===== src/rtl/hbi_pkg.sv =====
package hbi_pkg;
  localparam int unsigned DW = 8;

  // encoding is {register_select, read}
  typedef enum logic [1:0] {
    TXN_INSTR_WR  = 2'b00,
    TXN_STATUS_RD = 2'b01,
    TXN_DATA_WR   = 2'b10,
    TXN_DATA_RD   = 2'b11
  } txn_e;

  function automatic txn_e txn_of(input logic rs, input logic rd);
    return txn_e'({rs, rd});
  endfunction
endpackage


===== src/rtl/hbi_sync.sv =====
module hbi_sync #(
  parameter int unsigned W       = 1,
  parameter int unsigned STAGES  = 2,
  parameter logic [W-1:0] RST_VAL = '0
) (
  input  logic         clk_i,
  input  logic         rst_ni,
  input  logic [W-1:0] d_i,
  output logic [W-1:0] q_o
);
  logic [W-1:0] stg [STAGES];

  for (genvar g = 0; g < STAGES; g++) begin : g_stage
    if (g == 0) begin : g_first
      always_ff @(posedge clk_i or negedge rst_ni)
        if (!rst_ni) stg[g] <= RST_VAL;
        else         stg[g] <= d_i;
    end else begin : g_next
      always_ff @(posedge clk_i or negedge rst_ni)
        if (!rst_ni) stg[g] <= RST_VAL;
        else         stg[g] <= stg[g-1];
    end
  end

  assign q_o = stg[STAGES-1];
endmodule


===== src/rtl/hbi_par.sv =====
module hbi_par
  import hbi_pkg::*;
#(
  parameter int unsigned W = DW
) (
  input  logic         clk_i,
  input  logic         rst_ni,
  input  logic         en_i,
  input  logic         m_enable_i,
  input  logic         cs_s_i,
  input  logic         rs_s_i,
  input  logic         e_rd_s_i,
  input  logic         rw_wr_s_i,
  input  logic [W-1:0] dat_s_i,
  output logic         req_o,
  output txn_e         type_o,
  output logic [W-1:0] data_o,
  output logic         oe_o
);
  logic act_rd, act_wr, act_rd_q, act_wr_q, rs_q;
  logic rd_start, wr_end;
  logic [W-1:0] dat_q;

  // enable mode: tying e high turns chip select into the enable
  always_comb begin
    if (m_enable_i) begin
      act_rd = !cs_s_i && e_rd_s_i && rw_wr_s_i;
      act_wr = !cs_s_i && e_rd_s_i && !rw_wr_s_i;
    end else begin
      act_rd = !cs_s_i && !e_rd_s_i && rw_wr_s_i;
      act_wr = !cs_s_i && e_rd_s_i && !rw_wr_s_i;
    end
  end

  assign rd_start = en_i && act_rd && !act_rd_q;
  assign wr_end   = en_i && !act_wr && act_wr_q;

  always_ff @(posedge clk_i or negedge rst_ni) begin
    if (!rst_ni) begin
      act_rd_q <= 1'b0;
      act_wr_q <= 1'b0;
      rs_q     <= 1'b0;
      dat_q    <= '0;
      req_o    <= 1'b0;
      type_o   <= TXN_INSTR_WR;
      data_o   <= '0;
    end else begin
      act_rd_q <= act_rd;
      act_wr_q <= act_wr;
      rs_q     <= rs_s_i;
      dat_q    <= dat_s_i;
      req_o    <= rd_start || wr_end;
      if (rd_start)    type_o <= txn_of(rs_s_i, 1'b1);
      else if (wr_end) type_o <= txn_of(rs_q, 1'b0);
      if (wr_end) data_o <= dat_q;
    end
  end

  assign oe_o = en_i && act_rd;

  p_wr_trailing_r4: assert property (@(posedge clk_i) disable iff (!rst_ni)
    req_o && !type_o[0] |-> $past(act_wr_q) && !act_wr_q);
  p_rd_driven_r5: assert property (@(posedge clk_i) disable iff (!rst_ni)
    req_o && type_o[0] |-> $past(oe_o));
endmodule


===== src/rtl/hbi_ser.sv =====
module hbi_ser
  import hbi_pkg::*;
#(
  parameter int unsigned BITS = DW
) (
  input  logic            clk_i,
  input  logic            rst_ni,
  input  logic            en_i,
  input  logic            four_wire_i,
  input  logic            cs_s_i,
  input  logic            rs_s_i,
  input  logic            sclk_s_i,
  input  logic            sdi_s_i,
  output logic            req_o,
  output txn_e            type_o,
  output logic [BITS-1:0] data_o
);
  localparam int unsigned CW = $clog2(BITS + 1);

  logic [CW-1:0]   cnt;
  logic [BITS-1:0] sh;
  logic            sclk_q, rise, last;

  assign rise = sclk_s_i && !sclk_q;
  assign last = four_wire_i ? (cnt == CW'(BITS - 1)) : (cnt == CW'(BITS));

  always_ff @(posedge clk_i or negedge rst_ni) begin
    if (!rst_ni) begin
      sclk_q <= 1'b0;
      cnt    <= '0;
      sh     <= '0;
      req_o  <= 1'b0;
      type_o <= TXN_INSTR_WR;
      data_o <= '0;
    end else begin
      sclk_q <= sclk_s_i;
      req_o  <= 1'b0;
      if (!en_i || cs_s_i) begin
        cnt <= '0;
        sh  <= '0;
      end else if (rise) begin
        if (last) begin
          cnt    <= '0;
          req_o  <= 1'b1;
          data_o <= {sh[BITS-2:0], sdi_s_i};
          // 3-wire: tag bit has reached the top of the shifter
          type_o <= txn_of(four_wire_i ? rs_s_i : sh[BITS-1], 1'b0);
        end else begin
          cnt <= cnt + 1'b1;
        end
        sh <= {sh[BITS-2:0], sdi_s_i};
      end
    end
  end

  p_cnt_clear_r9: assert property (@(posedge clk_i) disable iff (!rst_ni)
    cs_s_i |=> cnt == '0);
  p_cnt_range_r8: assert property (@(posedge clk_i) disable iff (!rst_ni)
    cnt <= CW'(BITS));
  p_ser_write_only_r7: assert property (@(posedge clk_i) disable iff (!rst_ni)
    req_o |-> !type_o[0]);
endmodule


===== src/rtl/hbi_host_if.sv =====
module hbi_host_if
  import hbi_pkg::*;
#(
  parameter int unsigned W      = DW,
  parameter int unsigned STAGES = 2
) (
  input  logic         clk_i,
  input  logic         rst_ni,
  input  logic         ps0_i,
  input  logic         ps1_i,
  input  logic         cs_ni,
  input  logic         rs_i,
  input  logic         e_rd_i,
  input  logic         rw_wr_i,
  input  logic [W-1:0] data_i,
  output logic [W-1:0] data_o,
  output logic         data_oe_o,
  input  logic         sclk_i,
  input  logic         sdi_i,
  output logic         req_o,
  output logic [1:0]   req_type_o,
  output logic [W-1:0] req_data_o,
  input  logic [W-1:0] rd_data_i
);
  localparam int unsigned SW = W + 8;
  localparam logic [SW-1:0] SRST = {1'b0, 1'b0, 1'b1, 1'b0, 1'b0, 1'b1, 1'b0, 1'b0, {W{1'b0}}};

  logic [SW-1:0] pins_s;
  logic ps0_s, ps1_s, cs_s, rs_s, e_rd_s, rw_wr_s, sclk_s, sdi_s;
  logic [W-1:0] dat_s;

  hbi_sync #(.W(SW), .STAGES(STAGES), .RST_VAL(SRST)) u_sync (
    .clk_i (clk_i),
    .rst_ni(rst_ni),
    .d_i   ({ps0_i, ps1_i, cs_ni, rs_i, e_rd_i, rw_wr_i, sclk_i, sdi_i, data_i}),
    .q_o   (pins_s)
  );

  assign {ps0_s, ps1_s, cs_s, rs_s, e_rd_s, rw_wr_s, sclk_s, sdi_s, dat_s} = pins_s;

  logic         par_req, ser_req, par_oe;
  txn_e         par_type, ser_type;
  logic [W-1:0] par_data, ser_data;

  hbi_par #(.W(W)) u_par (
    .clk_i     (clk_i),
    .rst_ni    (rst_ni),
    .en_i      (ps0_s),
    .m_enable_i(ps1_s),
    .cs_s_i    (cs_s),
    .rs_s_i    (rs_s),
    .e_rd_s_i  (e_rd_s),
    .rw_wr_s_i (rw_wr_s),
    .dat_s_i   (dat_s),
    .req_o     (par_req),
    .type_o    (par_type),
    .data_o    (par_data),
    .oe_o      (par_oe)
  );

  hbi_ser #(.BITS(W)) u_ser (
    .clk_i      (clk_i),
    .rst_ni     (rst_ni),
    .en_i       (!ps0_s),
    .four_wire_i(ps1_s),
    .cs_s_i     (cs_s),
    .rs_s_i     (rs_s),
    .sclk_s_i   (sclk_s),
    .sdi_s_i    (sdi_s),
    .req_o      (ser_req),
    .type_o     (ser_type),
    .data_o     (ser_data)
  );

  assign req_o      = par_req || ser_req;
  assign req_type_o = par_req ? par_type : ser_type;
  assign req_data_o = par_req ? par_data : ser_data;
  assign data_o     = rd_data_i;
  assign data_oe_o  = par_oe;

  p_quiet_desel_r1: assert property (@(posedge clk_i) disable iff (!rst_ni)
    cs_s && $past(cs_s) && $past(cs_s, 2) |-> !req_o);
  p_one_source_r12: assert property (@(posedge clk_i) disable iff (!rst_ni)
    $onehot0({par_req, ser_req}));
  p_oe_parallel_r10: assert property (@(posedge clk_i) disable iff (!rst_ni)
    data_oe_o |-> ps0_s && !cs_s);
endmodule


===== config.mk =====
export PLATFORM = sky130hd
export DESIGN_NAME = hbi_host_if
export DESIGN_NICKNAME = d
export VERILOG_FILES = /design/src/rtl/hbi_pkg.sv /design/src/rtl/hbi_sync.sv /design/src/rtl/hbi_par.sv /design/src/rtl/hbi_ser.sv /design/src/rtl/hbi_host_if.sv
export SDC_FILE = /design/constraint.sdc
export NUM_CORES = 1
export LEC_CHECK = 0
export ABC_AREA = 1
export BUFFER_PORTS_ARGS = -buffer_cell sky130_fd_sc_hd__buf_2
export CAP_MARGIN = 15
export CORE_ASPECT_RATIO = 2
export CORE_MARGIN = 3
export CORE_UTILIZATION = 40
export CTS_CLUSTER_DIAMETER = 80
export DETAILED_ROUTE_END_ITERATION = 12
export SETUP_SLACK_MARGIN = 0.15
export SLEW_MARGIN = 20
export SYNTH_ARGS = -nofsm -noshare
export SYNTH_HDL_FRONTEND = slang
export SYNTH_SLANG_ARGS = --single-unit
export TNS_END_PERCENT = 1

===== constraint.sdc =====
create_clock -name clk_i -period 1.5 [get_ports clk_i]
set_clock_uncertainty 0.05 [all_clocks]
set_input_delay 0 -clock clk_i [delete_from_list [all_inputs] [get_ports clk_i]]
set_output_delay 0 -clock clk_i [all_outputs]
set_load 0.01 [all_outputs]

==> results of run 1 <==
==> through the flow <==
step | cells | hold WS (ns)
floorplan | 246 | -0.3456
global placement | 355 | -0.04993
detailed placement | 355 | -0.04993
CTS | 399 | 0.1477
global route | 399 | 0.1674
finish | 399 | 0.1553
==> worst paths after layout <==
path / startpoint / end / slack, ns / cells after the start
max: u_sync.q_o[10] / data_oe_o / 0.16 / 5
min in group clk_i: data_i[0] / u_sync.stg[16] / 0.26 / 2
min: rst_ni / u_ser.sh[7] / 0.16 / 3
max reg2reg: u_sync.q_o[10] / u_par.type_o[1] / 0.21 / 6
max in group asynchronous: rst_ni / u_sync.stg[29] / 0.96 / 3
min reg2reg: u_sync.q_o[5] / u_par.dat_q[5] / 0.29 / 0
==> state kept, by name, indices dropped and copies added (netlist names) <==
| register | flops |
|---|---|
| u_par.data_o | 8 |
| u_ser.data_o | 8 |
| u_ser.cnt | 4 |
| u_par.req_o | 1 |
| u_par.act_rd_q | 1 |
| u_par.act_wr_q | 1 |
| u_ser.sh | 8 |
| u_par.type_o | 2 |
| u_ser.sclk_q | 1 |
| u_sync.q_o | 16 |
| u_ser.req_o | 1 |
| u_par.dat_q | 8 |
| u_par.rs_q | 1 |
| u_sync.stg | 16 |
| u_ser.type_o | 1 |
==> cells in the final DEF (no fill, tap or decap), types with 4 or more instances in the layout <==
cell type      instances
dfrtp_1               71
inv_1                 20
dfstp_2                4
inv_2                  6
clkbuf_16              9
nor2_1                 4
dlygate4sd3_1         25
nand3_1                6
buf_4                  5
buf_2                 28
nand2_1               78
o22ai_1                7
o21ai_2                9
==> cell families after synthesis <==
logic type	Yosys count
and+or+nand+nor	105
muxes	1
xor gates and xnor gates	2
buffers and inverters	40
AOI/OAI and AO/OA	20
adders and majority gates	1
DFF	77
==> what timing repair did <==
action,CTS,global route
setup buffers,3,0
hold buffers,25,0
hold endpoints to repair,101,0
resized for setup,6,9
pin swaps,3,3
endpoints found under the setup margin,20,30
==> critical path, stage by stage (launching register included) <==
cell,delay [ns]
dfstp_2,0.52
inv_2,0.05
nor2_4,0.10
nand3_4,0.08
nor2_4,0.11
buf_6,0.11
==> layer usage <==
layer  wire [um]  vias to the layer above  GRT usage (%)
li1            -                      871              -
met1        1787                      805          14.48
met2        2413                       49          22.07
met3         267                       10          4.332
met4         138                        0          8.742
met5           0                        -              0
==> area by class of cell <==
| type | count | area [um2] |
|---|---|---|
| Inverter | 28 | 108.9 |
| Tap cell | 88 | 110.1 |
| Sequential cell | 77 | 1934 |
| Clock buffer | 13 | 260.3 |
| Multi-Input combinational cell | 129 | 689.4 |
| Timing Repair Buffer | 61 | 479.2 |
| Clock inverter | 3 | 68.82 |
| Fill cell | 575 | 3023 |
==> report_power, final <==
part | internal (uW) | switching [uW] | leakage (uW)
Sequential | 2210 | 81.1 | 0.000954
Combinational | 147 | 164 | 0.000727
Clock | 1550 | 755 | 0.000160
Total | 3910 | 1000 | 0.00184
==> summary.txt, run 1 <==
Route
  • Drt first pass iters: 4
  • First-iteration detailed-routing DRC count: 88
  • Vias: 1,735
  • Remaining DRCs: 0
  • WL per Instance: 11.54 um
  • Post-DRT Antenna Nets: 0
  • Vias per cell: 4.348
  • Routed WL: 4.606 mm

Clocking
  • H-tree Lvls: 3
  • CTS tree: yes
  • Clk sinks: 77
  • Worst-path clk slew: 0.05 ns
  • Clock tree buffer depth: 2
  • Root buffer cell: clkbuf_16
  • Inserted Clock Buffers: 9
  • Later-pin clock latency in the skew report: 0.33 ns

STA
  • Fmax: 0.7446 GHz
  • Final Critical Period: 1.343 ns
  • Final setup viols: 0
  • Setup WS post-layout: 0.1571 ns
  • RSZ-0062 raised after global routing: yes
  • Slew headroom: 83.20%
  • Setup TNS: 0 ns
  • Period utilization: 89.53%
  • Worst-Margin Slew: 0.2510 ns
  • Final hold vios: 0
  • Final Max Slew Viols: 0

Logic synthesis
  • Cell count after synthesis: 246
  • Post-synth EDFFs: 0
  • Mux cell area share after synthesis: 0.3613%
  • Synth top area cells: dfrtp_1, nand2_1, dfstp_2
  • Area leader, netlist: dfrtp_1
  • Top-count cell post-synth: nand2_1
  • Top cell type's share of synthesized area: 65.94%
  • Synth cell types: 28
  • Main synth FF type: dfrtp_1
  • Synth Area in Adders: 0.4517%
  • Yosys warning total: 0
  • XOR/XNOR Fraction of Synth Area: 0.6323%
  • Top cells by count, synth: nand2_1, dfrtp_1, inv_1
  • Sequential area share after synthesis: 69.74%
  • Simple-gate share of the synthesized area: 16.80%
  • Syn avg cell area: 11.26 um2
  • Post-Syn Area: 0.002770 mm2
  • #FFs+latches synth: 77
  • Compound-Gate Fraction of Synth Area: 5.149%
  • FFs w/ async S/R, synth: 100.0%
  • Largest family of logic cells by synthesized area: simple AND/OR/NAND/NOR gates
  • Post-Syn Nets: 273

Power
  • VDD IR max: 0.001056 V
  • Overall Power: 4910 uW
  • Leakage: 0.001840 uW
  • Pwr Density: 1345 mW/mm2

Worst setup path
  • Crit path max fanout: 2
  • Crit path DAT: 1.29 ns
  • CP Launch Type: flip-flop
  • Worst setup path class: flip-flop to primary output
  • Critical path endpoint category: primary output
  • Worst Path Required: 1.45 ns

GRT
  • First-pass GRT wire length: 7.693 mm
  • Initial antenna violation count: 0
  • Largest net degree at the start of global routing: 49
  • GRT Resource Usage Total: 13.36%
  • Number of global-route vias before repair: 1,697
  • Grt total ovfl: 0

Floorplanning
  • Die Width: 64.85 um
  • Die Y: 123.7 um
  • Die area: 0.008021 mm2
  • Core area: 0.006674 mm2
  • Row count: 42
  • IO Count: 46
  • Starting density of the core: 41.51%

Layout
  • Synth-to-Final Area Change: 31.80%
  • Fin nets: 333
  • Final core area utilization: 54.71%
  • Antenna cell count: 0
  • Post-route cell area: 0.003651 mm2
  • Layout cells sized above 1: 28.30%

Place
  • Port bufs: 29
  • Routability cong.: 0.7916
  • Setup WS pre-CTS: 0.1227 ns
  • Post-detail-place hpwl: 3.104 mm
  • Area after DPL: 0.002995 mm2

Hold path
  • Type of the most critical hold path: input port to asynchronous set/reset pin

Flow run
  • Max-Cap Viols: 0

Outcome
  • Outcome: complete, no violations
Power figures use the tool's default switching activity.
==> run 2, diff against run 1 <==
- BUFFER_PORTS_ARGS: -buffer_cell sky130_fd_sc_hd__buf_2 -> -buffer_cell sky130_fd_sc_hd__buf_4
==> run 2 against run 1 <==
  * Cell area increased by 1.1%
  * Count of clock-buffer cells in the layout decreased by 4
  * Clock power about the same
  * Die area unchanged
  * Hold slack improved by 0.0016 ns
  * Critical path depth unchanged
==> summary.txt, run 2 (synthesis gave the netlist of run 1 again) <==
Outcome
  • Outcome: complete, no violations

Floorplanning
  • Die Width: 64.85 um
  • Die Y: 123.7 um
  • IO Count: 46
  • Starting density of the core: 41.51%
  • Core area: 0.006674 mm2
  • Row count: 42
  • Die area: 0.008021 mm2

Worst setup path
  • CP Launch Type: flip-flop
  • Crit path max fanout: 2
  • Worst setup path class: flip-flop to primary output
  • Critical path endpoint category: primary output
  • Worst Path Required: 1.45 ns
  • Crit path DAT: 1.31 ns

STA
  • Worst-Margin Slew: 0.4799 ns
  • RSZ-0062 raised after global routing: yes
  • Setup TNS: 0 ns
  • Final hold vios: 0
  • Final setup viols: 0
  • Final Max Slew Viols: 0
  • Slew headroom: 67.90%
  • Period utilization: 90.48%
  • Setup WS post-layout: 0.1429 ns
  • Final Critical Period: 1.357 ns
  • Hold WS: 0.1568 ns
  • Fmax: 0.7368 GHz

Route
  • Drt first pass iters: 4
  • Post-DRT Antenna Nets: 0
  • Vias per cell: 4.381
  • Routed WL: 4.815 mm
  • Vias: 1,748
  • First-iteration detailed-routing DRC count: 24
  • WL per Instance: 12.07 um
  • Remaining DRCs: 0

Place
  • Routability cong.: 0.8103
  • Area after DPL: 0.003055 mm2
  • Setup WS pre-CTS: 0.1258 ns
  • Port bufs: 29
  • Post-detail-place hpwl: 3.131 mm

Layout
  • Fin nets: 333
  • Post-route cell area: 0.003691 mm2
  • Antenna cell count: 0
  • Commonest non-fill, non-tap cell in the layout: nand2_1
  • Most frequent cells in the layout: nand2_1, dfrtp_1, buf_4, dlygate4sd3_1, inv_1
  • Layout cells sized above 1: 27.97%
  • Synth-to-Final Area Change: 33.24%

Hold path
  • Type of the most critical hold path: input port to asynchronous set/reset pin

Clocking
  • Clk sinks: 77
  • H-tree Lvls: 3
  • Inserted Clock Buffers: 9
  • Clock tree buffer depth: 2
  • Worst-path clk slew: 0.06 ns
  • Root buffer cell: clkbuf_16
  • CTS tree: yes
  • Later-pin clock latency in the skew report: 0.33 ns

Flow run
  • Max-Cap Viols: 0

Power
  • Pwr Density: 1325 mW/mm2
  • Leakage: 0.001842 uW
  • VDD IR max: 0.001022 V

GRT
  • Grt total ovfl: 0
  • Number of global-route vias before repair: 1,785
  • First-pass GRT wire length: 8.100 mm
  • GRT Resource Usage Total: 13.77%
  • Initial antenna violation count: 0
  • Largest net degree at the start of global routing: 49
## run 2: cell types whose count changed in the layout (fill, tap and decap cells not counted), moves of 2 or more
cell,delta
clkbuf_8,-2
clkinvlp_4,+2
clkbuf_1,-2
buf_2,-28
buf_4,+28
## run 2: metal layers
layer	vias to the layer above	share of wire, %	global-route usage [%]
li1	874	-	-
met1	813	38	14.37
met2	53	54	24.37
met3	8	4.8	3.520
met4	0	3.0	8.212
met5	-	0	0
## run 2: final timing paths
check / to / slack (ns) / cells after the start / start
max in group asynchronous: u_ser.cnt[3] / 0.37 / 3 / rst_ni
min: u_sync.q_o[11] / 0.16 / 3 / rst_ni
min in group clk_i: u_sync.stg[26] / 0.26 / 2 / rw_wr_i
max reg2reg: u_ser.data_o[6] / 0.19 / 7 / u_ser.cnt[2]
max: data_oe_o / 0.14 / 5 / u_sync.q_o[10]
min reg2reg: u_par.dat_q[5] / 0.29 / 0 / u_sync.q_o[5]
## run 2: timing repair
item / 4_1_cts / 5_1_grt
hold buffers: 26 / 0
endpoints found under the hold margin: 101 / 0
pin swaps: 3 / 3
setup buffers: 2 / 0
setup endpoints to repair: 20 / 30
gates resized for setup: 7 / 4
## run 2: stage by stage
stage          utilization (%)  power (uW)  std cells
5_1_grt                  55.31        5090        399
6_report                 55.31        4892        399
2_1_floorplan                -        2458        246
3_5_place_dp             45.78        2584        355
3_3_place_gp             45.78        2571        355
4_1_cts                  55.01        4960        399
## run 2: layout make-up
class / count / area [um2]
clock buffers: 9 / 225.2
clock inverters: 7 / 97.59
fillers: 571 / 2983
inverters: 28 / 106.4
multi-input cells: 129 / 679.4
flip-flops and latches: 77 / 1933
well taps: 88 / 110.1
repair buffers: 61 / 539.3
## run 2: report_power, final
group	internal (uW)	switching (uW)
registers	2210	77.9
clock network	1460	819
logic	159	163
## run 2: critical path, stage by stage (launching register included)
cell	delay, ns
dfstp_2	0.52
inv_2	0.05
nor2_4	0.09
nand3_2	0.10
nor2_4	0.11
buf_6	0.11
